**config.mk**
```make
export PLATFORM = sky130hd
export DESIGN_NAME = dau_top
export DESIGN_NICKNAME = d
export VERILOG_FILES = /design/src/rtl/dau_pkg.sv /design/src/rtl/dau_unpacked.sv /design/src/rtl/dau_packed.sv /design/src/rtl/dau_base.sv /design/src/rtl/dau_top.sv
export SDC_FILE = /design/constraint.sdc
export NUM_CORES = 1
export LEC_CHECK = 0
export BUFFER_PORTS_ARGS = -buffer_cell sky130_fd_sc_hd__buf_4
export CAP_MARGIN = 20
export CORE_ASPECT_RATIO = 0.6
export CORE_MARGIN = 10
export CORE_UTILIZATION = 55
export CTS_CLUSTER_SIZE = 14
export DETAILED_ROUTE_END_ITERATION = 7
export PLACE_DENSITY = 0.74
export RECOVER_POWER = 50
export SKIP_LAST_GASP = 1
export SLEW_MARGIN = 5
export SYNTH_ARGS = -nofsm -noshare
export SYNTH_HDL_FRONTEND = slang
export SYNTH_HIERARCHICAL = 1
export SYNTH_SLANG_ARGS = --single-unit
```
**constraint.sdc**
```tcl
create_clock -name clk -period 25.5 [get_ports clk]
set_input_delay 2.55 -clock clk [delete_from_list [all_inputs] [get_ports clk]]
set_output_delay 2.55 -clock clk [all_outputs]
set_load 0.02 [all_outputs]
```
**src/rtl/dau_pkg.sv**
```systemverilog
package dau_pkg;

    localparam int BYTE_W = 8;
    localparam int NIB_W  = BYTE_W / 2;
    localparam int PROD_W = 2 * BYTE_W;

    localparam logic [NIB_W-1:0]  DIGIT_MAX = NIB_W'(9);
    localparam logic [BYTE_W-1:0] LO_FIX    = BYTE_W'(6);
    localparam logic [BYTE_W-1:0] HI_FIX    = BYTE_W'(8'h60);
    localparam logic [BYTE_W-1:0] PACK_MAX  = BYTE_W'(8'h99);
    localparam logic [BYTE_W-1:0] WRAP_LIM  = BYTE_W'(8'hF9);

    typedef enum logic [2:0] {
        OP_UADD  = 3'd0,
        OP_USUB  = 3'd1,
        OP_PADD  = 3'd2,
        OP_PSUB  = 3'd3,
        OP_MADJ  = 3'd4,
        OP_DPREP = 3'd5,
        OP_RSV6  = 3'd6,
        OP_RSV7  = 3'd7
    } dau_op_e;

    // Result of one adjust path before the common flags are added
    typedef struct packed {
        logic [BYTE_W-1:0] lo;
        logic [BYTE_W-1:0] hi;
        logic              cf;
        logic              af;
    } adj_res_t;

    // Registered response
    typedef struct packed {
        logic [BYTE_W-1:0] lo;
        logic [BYTE_W-1:0] hi;
        logic              cf;
        logic              af;
        logic              zf;
        logic              sf;
        logic              pf;
        logic              err;
    } dau_rsp_t;

    function automatic logic digit_over(input logic [BYTE_W-1:0] b);
        return b[NIB_W-1:0] > DIGIT_MAX;
    endfunction

    function automatic logic even_ones(input logic [BYTE_W-1:0] b);
        return ~^b;
    endfunction

endpackage

```
**src/rtl/dau_unpacked.sv**
```systemverilog
module dau_unpacked
    import dau_pkg::*;
#(
    parameter bit SUBTRACT = 1'b0
) (
    input  logic [BYTE_W-1:0] lo,
    input  logic [BYTE_W-1:0] hi,
    input  logic              af,
    output adj_res_t          res
);
    logic              fix;
    logic              extra;
    logic [BYTE_W-1:0] moved;
    logic [BYTE_W-1:0] hi_step;

    assign fix = digit_over(lo) || af;

    generate
        if (SUBTRACT) begin : g_sub
            assign extra   = lo < LO_FIX;
            assign moved   = lo - LO_FIX;
            assign hi_step = hi - BYTE_W'(1) - BYTE_W'(extra);
        end else begin : g_add
            assign extra   = lo > WRAP_LIM;
            assign moved   = lo + LO_FIX;
            assign hi_step = hi + BYTE_W'(1) + BYTE_W'(extra);
        end
    endgenerate

    always_comb begin
        res = '0;
        if (fix) begin
            res.lo = {{NIB_W{1'b0}}, moved[NIB_W-1:0]};
            res.hi = hi_step;
            res.cf = 1'b1;
            res.af = 1'b1;
        end else begin
            res.lo = {{NIB_W{1'b0}}, lo[NIB_W-1:0]};
            res.hi = hi;
        end
    end
endmodule

```
**src/rtl/dau_packed.sv**
```systemverilog
module dau_packed
    import dau_pkg::*;
#(
    parameter bit SUBTRACT = 1'b0
) (
    input  logic [BYTE_W-1:0] lo,
    input  logic [BYTE_W-1:0] hi,
    input  logic              cf,
    input  logic              af,
    output adj_res_t          res
);
    logic              fix_lo;
    logic              fix_hi;
    logic              lo_borrow;
    logic [BYTE_W-1:0] stage1;
    logic [BYTE_W-1:0] stage2;

    assign fix_lo = digit_over(lo) || af;
    assign fix_hi = (lo > PACK_MAX) || cf;

    generate
        if (SUBTRACT) begin : g_sub
            assign lo_borrow = fix_lo && ((lo < LO_FIX) || cf);
            assign stage1    = fix_lo ? (lo - LO_FIX) : lo;
            assign stage2    = fix_hi ? (stage1 - HI_FIX) : stage1;
        end else begin : g_add
            assign lo_borrow = 1'b0;
            assign stage1    = fix_lo ? (lo + LO_FIX) : lo;
            assign stage2    = fix_hi ? (stage1 + HI_FIX) : stage1;
        end
    endgenerate

    always_comb begin
        res.lo = stage2;
        res.hi = hi;
        res.af = fix_lo;
        res.cf = fix_hi || lo_borrow;
    end
endmodule

```
**src/rtl/dau_base.sv**
```systemverilog
module dau_base
    import dau_pkg::*;
(
    input  logic [BYTE_W-1:0] lo,
    input  logic [BYTE_W-1:0] hi,
    input  logic [BYTE_W-1:0] base,
    output adj_res_t          split_res,
    output adj_res_t          fold_res
);
    logic [BYTE_W-1:0] quo;
    logic [BYTE_W:0]   rem;
    logic [PROD_W-1:0] prod;

    // Restoring division, one quotient bit per step
    always_comb begin
        quo = '0;
        rem = '0;
        for (int i = BYTE_W - 1; i >= 0; i--) begin
            rem = {rem[BYTE_W-1:0], lo[i]};
            if (rem >= {1'b0, base}) begin
                rem    = rem - {1'b0, base};
                quo[i] = 1'b1;
            end
        end
    end

    assign prod = ({{BYTE_W{1'b0}}, hi} * {{BYTE_W{1'b0}}, base})
                + {{BYTE_W{1'b0}}, lo};

    always_comb begin
        split_res    = '0;
        split_res.lo = rem[BYTE_W-1:0];
        split_res.hi = quo;
        fold_res     = '0;
        fold_res.lo  = prod[BYTE_W-1:0];
    end
endmodule

```
**src/rtl/dau_top.sv**
```systemverilog
module dau_top
    import dau_pkg::*;
(
    input  logic       clk,
    input  logic       rst,
    input  logic       req_valid,
    input  logic [2:0] req_op,
    input  logic [7:0] req_lo,
    input  logic [7:0] req_hi,
    input  logic       req_cf,
    input  logic       req_af,
    input  logic [7:0] req_base,
    output logic       rsp_valid,
    output logic [7:0] rsp_lo,
    output logic [7:0] rsp_hi,
    output logic       rsp_cf,
    output logic       rsp_af,
    output logic       rsp_zf,
    output logic       rsp_sf,
    output logic       rsp_pf,
    output logic       rsp_err
);
    dau_op_e  op;
    adj_res_t r_uadd, r_usub, r_padd, r_psub, r_split, r_fold, pick;
    logic     fault;
    dau_rsp_t nxt, cur;
    logic     vld_q;

    assign op = dau_op_e'(req_op);

    dau_unpacked #(.SUBTRACT(1'b0)) u_uadd (
        .lo(req_lo), .hi(req_hi), .af(req_af), .res(r_uadd));
    dau_unpacked #(.SUBTRACT(1'b1)) u_usub (
        .lo(req_lo), .hi(req_hi), .af(req_af), .res(r_usub));
    dau_packed #(.SUBTRACT(1'b0)) u_padd (
        .lo(req_lo), .hi(req_hi), .cf(req_cf), .af(req_af), .res(r_padd));
    dau_packed #(.SUBTRACT(1'b1)) u_psub (
        .lo(req_lo), .hi(req_hi), .cf(req_cf), .af(req_af), .res(r_psub));
    dau_base u_base (
        .lo(req_lo), .hi(req_hi), .base(req_base),
        .split_res(r_split), .fold_res(r_fold));

    always_comb begin
        fault = 1'b0;
        pick  = '{lo: req_lo, hi: req_hi, cf: req_cf, af: req_af};
        unique case (op)
            OP_UADD:  pick = r_uadd;
            OP_USUB:  pick = r_usub;
            OP_PADD:  pick = r_padd;
            OP_PSUB:  pick = r_psub;
            OP_MADJ: begin
                if (req_base == '0) fault = 1'b1;
                else                pick  = r_split;
            end
            OP_DPREP: pick = r_fold;
            default:  fault = 1'b1;
        endcase
    end

    always_comb begin
        nxt.lo  = pick.lo;
        nxt.hi  = pick.hi;
        nxt.cf  = pick.cf;
        nxt.af  = pick.af;
        nxt.zf  = (pick.lo == '0);
        nxt.sf  = pick.lo[BYTE_W-1];
        nxt.pf  = even_ones(pick.lo);
        nxt.err = fault;
    end

    always_ff @(posedge clk) begin
        if (rst) begin
            cur   <= '0;
            vld_q <= 1'b0;
        end else begin
            vld_q <= req_valid;
            if (req_valid) cur <= nxt;
        end
    end

    assign rsp_valid = vld_q;
    assign rsp_lo    = cur.lo;
    assign rsp_hi    = cur.hi;
    assign rsp_cf    = cur.cf;
    assign rsp_af    = cur.af;
    assign rsp_zf    = cur.zf;
    assign rsp_sf    = cur.sf;
    assign rsp_pf    = cur.pf;
    assign rsp_err   = cur.err;
endmodule

```
==> out/summary.txt <==
Compound-Gate Fraction of Synth Area -> 0.301
global route total overflow -> 0
peak supply drop -> 0.131 mV
max frequency -> 0.0469 GHz
slowest CP cell -> mux2i_2
largest cells by area after synthesis -> ha_1, xnor2_1, fa_1
HP Class -> reg2reg
Simple-Gate Fraction of Synth Area -> 0.198
Setup crit end kind -> flip-flop
CTS tree -> done
first-pass GRT wire length -> 40.0 mm
CP Class -> in2reg
clk sinks -> 22
worst-margin pin slew -> 897 ps
final hold viol count -> 0
endpoints failing setup -> 0
Slew headroom -> 0.393
main combinational cell family by area after synthesis -> compound AO/OA/AOI/OAI gates
Final Skew -> 0 ps
Post-Route WL -> 24.5 mm
Post CTS Setup Buffer Count -> 0
Starting DRT DRC Count -> 1,098
Vias -> 8,163
status -> complete, no violations
EDFF count, synth -> 0
post-cts resize count -> 0
dpl hpwl -> 18.7 mm
Synth Area in XOR/XNOR -> 0.0804
final core utilization -> 0.578
r2r setup slk -> 24,470 ps
Worst-path clk slew -> 70 ps
Adder-Cell Fraction of Synth Area -> 0.197
Final Net Count -> 1,211
Storage cell area -> 440 um^2
core area -> 14,600 um^2
htree depth -> 1
Synth top area share -> 0.135
drt wl/cell -> 19.4 um
die height -> 115 um
Ys Warns -> 6
clock buffer depth -> 2
vias in the first global route -> 7,487
Max stage delay on crit path -> 660 ps
largest net degree at the start of global routing -> 62
row count -> 34
CP Data Arrival Time -> 21,490 ps
final period utilization -> 0.837
Avg Cell Area, Syn -> 7.64 um^2
Top FF cell, synth -> dfxtp_1
worst endpoint required time -> 25,660 ps
maxcap violations -> 0
crit start category -> input port
cell count after synthesis -> 1,082
multiplexer area fraction after synthesis -> 0.0500
PortBufs -> 54
Leakage Power -> 3.70 nW
Fillers -> 1,412
GRT Total Usage -> 0.234
Fin Setup TNS -> 0 ps
Ports -> 55
diode count -> 0
antenna violations before repair -> 0
Worst Path Max Fanout -> 17
area of the multi-input gates -> 6920 um^2
Final Critical Period -> 21,330 ps
post-DR vias/cell -> 6.47
DRC violations left -> 0
hold buffers post-CTS -> 0
fin. max-slew vios -> 0
Synth async-reset ratio -> 0
antenna-violating nets left -> 0
post-synth top area cell -> ha_1
die area -> 20,500 um^2
Root Buffer Master -> clkbuf_16
Num CTS Buffers -> 3
Worst-Skew Late Latency -> 260 ps
Starting Density -> 0.566
Power Density -> 78.0 nW/um^2
sequential share of the synthesized area -> 0.0533
Synth Cell Area -> 8260 um^2
area grow syn2layout -> 2.00%
layout cell share with drive strength beyond 1 -> 0.111
first-pass iteration count of the detailed router -> 6
Yosys reg bits -> 22
width of the die -> 178 um
RSZ-0062 raised after global routing -> no
Distinct cells, synth -> 91
GP Congestion -> 0.987
## stage by stage
stage                     std cells  power [W]  hold WS [ps]  cell area [um^2]  setup WS [ps]
after floorplan                1099   0.000493           540              8330           6920
after global placement         1258   0.000595           466              8410           5110
after detailed placement       1258   0.000600           463              8410           4350
after CTS                      1262   0.000649           475              8510           4540
after global routing           1262   0.000716           501              8430           2450
final                          1262   0.000658           477              8430           4170
## layer usage
metal / wire length (um) / track usage / share of wire / vias to the layer above
met5: 0 / 0 / 0 / -
met2: 9620 / 0.324 / 0.39 / 423
met1: 12100 / 0.368 / 0.49 / 3829
met3: 2450 / 0.0377 / 0.10 / 25
met4: 314 / 0.0406 / 0.013 / 0
li1: - / - / - / 3886
## layout by cell type, fill, tap and decap left out, drive strengths merged, types with 11 or more instances in the layout
master	instances
a22o	13
a221oi	11
and4	23
clkbuf	25
xor2	11
a21oi	74
or3b	18
nand2b	17
a31oi	24
a22oi	18
a32oi	18
o21ai	60
buf	37
or2	12
mux2	22
a21o	31
nor2b	17
conb	20
nand2	80
o211ai	13
inv	96
nor3	15
ha	89
mux2i	15
fa	25
nor2	46
dfxtp	22
xnor2	64
and2	18
## final timing paths
path,startpoint,to,depth (start not counted)
worst max-delay path,req_base[1],rsp_pf$_SDFFE_PP0P_,84
worst min-delay path,rsp_cf$_SDFFE_PP0P_,rsp_cf$_SDFFE_PP0P_,2
worst max register to register,rsp_lo[3]$_SDFFE_PP0P_,rsp_lo[3]$_SDFFE_PP0P_,3
worst min register to register,rsp_cf$_SDFFE_PP0P_,rsp_cf$_SDFFE_PP0P_,2
## cells in the mapped netlist (20+ instances only)
master   instances
a21o_1          31
a21oi_1         69
a31oi_1         24
and4_1          23
buf_2           24
buf_4           53
dfxtp_1         22
fa_1            25
ha_1            89
inv_1           91
mux2_2          20
nand2_1         78
nor2_1          44
o21ai_0         59
xnor2_1         63
## where the power goes
part           internal (W)  switching [W]  total (W)  leakage, nW
Sequential        0.0000385     0.00000384  0.0000423        0.182
Combinational      0.000243       0.000326   0.000569         3.47
Clock             0.0000312      0.0000147  0.0000460       0.0511
Total              0.000313       0.000344   0.000658         3.70
## cell families after synthesis
| logic type | count (synthesis) |
|---|---|
| flip-flops | 22 |
| buffers and inverters | 194 |
| other | 3 |
| multiplexers | 37 |
| AND/OR/NAND/NOR | 289 |
| AO/OA/AOI/OAI | 347 |
| adder cells (fa/ha/maj) | 115 |
| XOR/XNOR | 75 |
## sequential cells by signal, indices dropped and copies added, names as in the netlist
signal,cells
rsp_pf,1
rsp_err,1
rsp_cf,1
rsp_af,1
rsp_lo,8
rsp_hi,8
rsp_valid,1
rsp_zf,1
## critical path: cells and delay by family
kind	cells	cell delay, ps
simple gates	21	3560
fa+ha+maj	9	2770
compound gates	39	9380
buf+inv	9	1230
mux	4	1680
xor+xnor	2	310
## layout make-up
cell class / instances / share of cell area
timing repair buffer: 59 / 0.0427
sequential: 22 / 0.0522
clock buffer: 3 / 0.00891
inverter: 96 / 0.0427
clock inverter: 1 / 0.00356
multi-input combinational: 883 / 0.820
tap: 198 / 0.0294
Power figures use the tool's default switching activity.
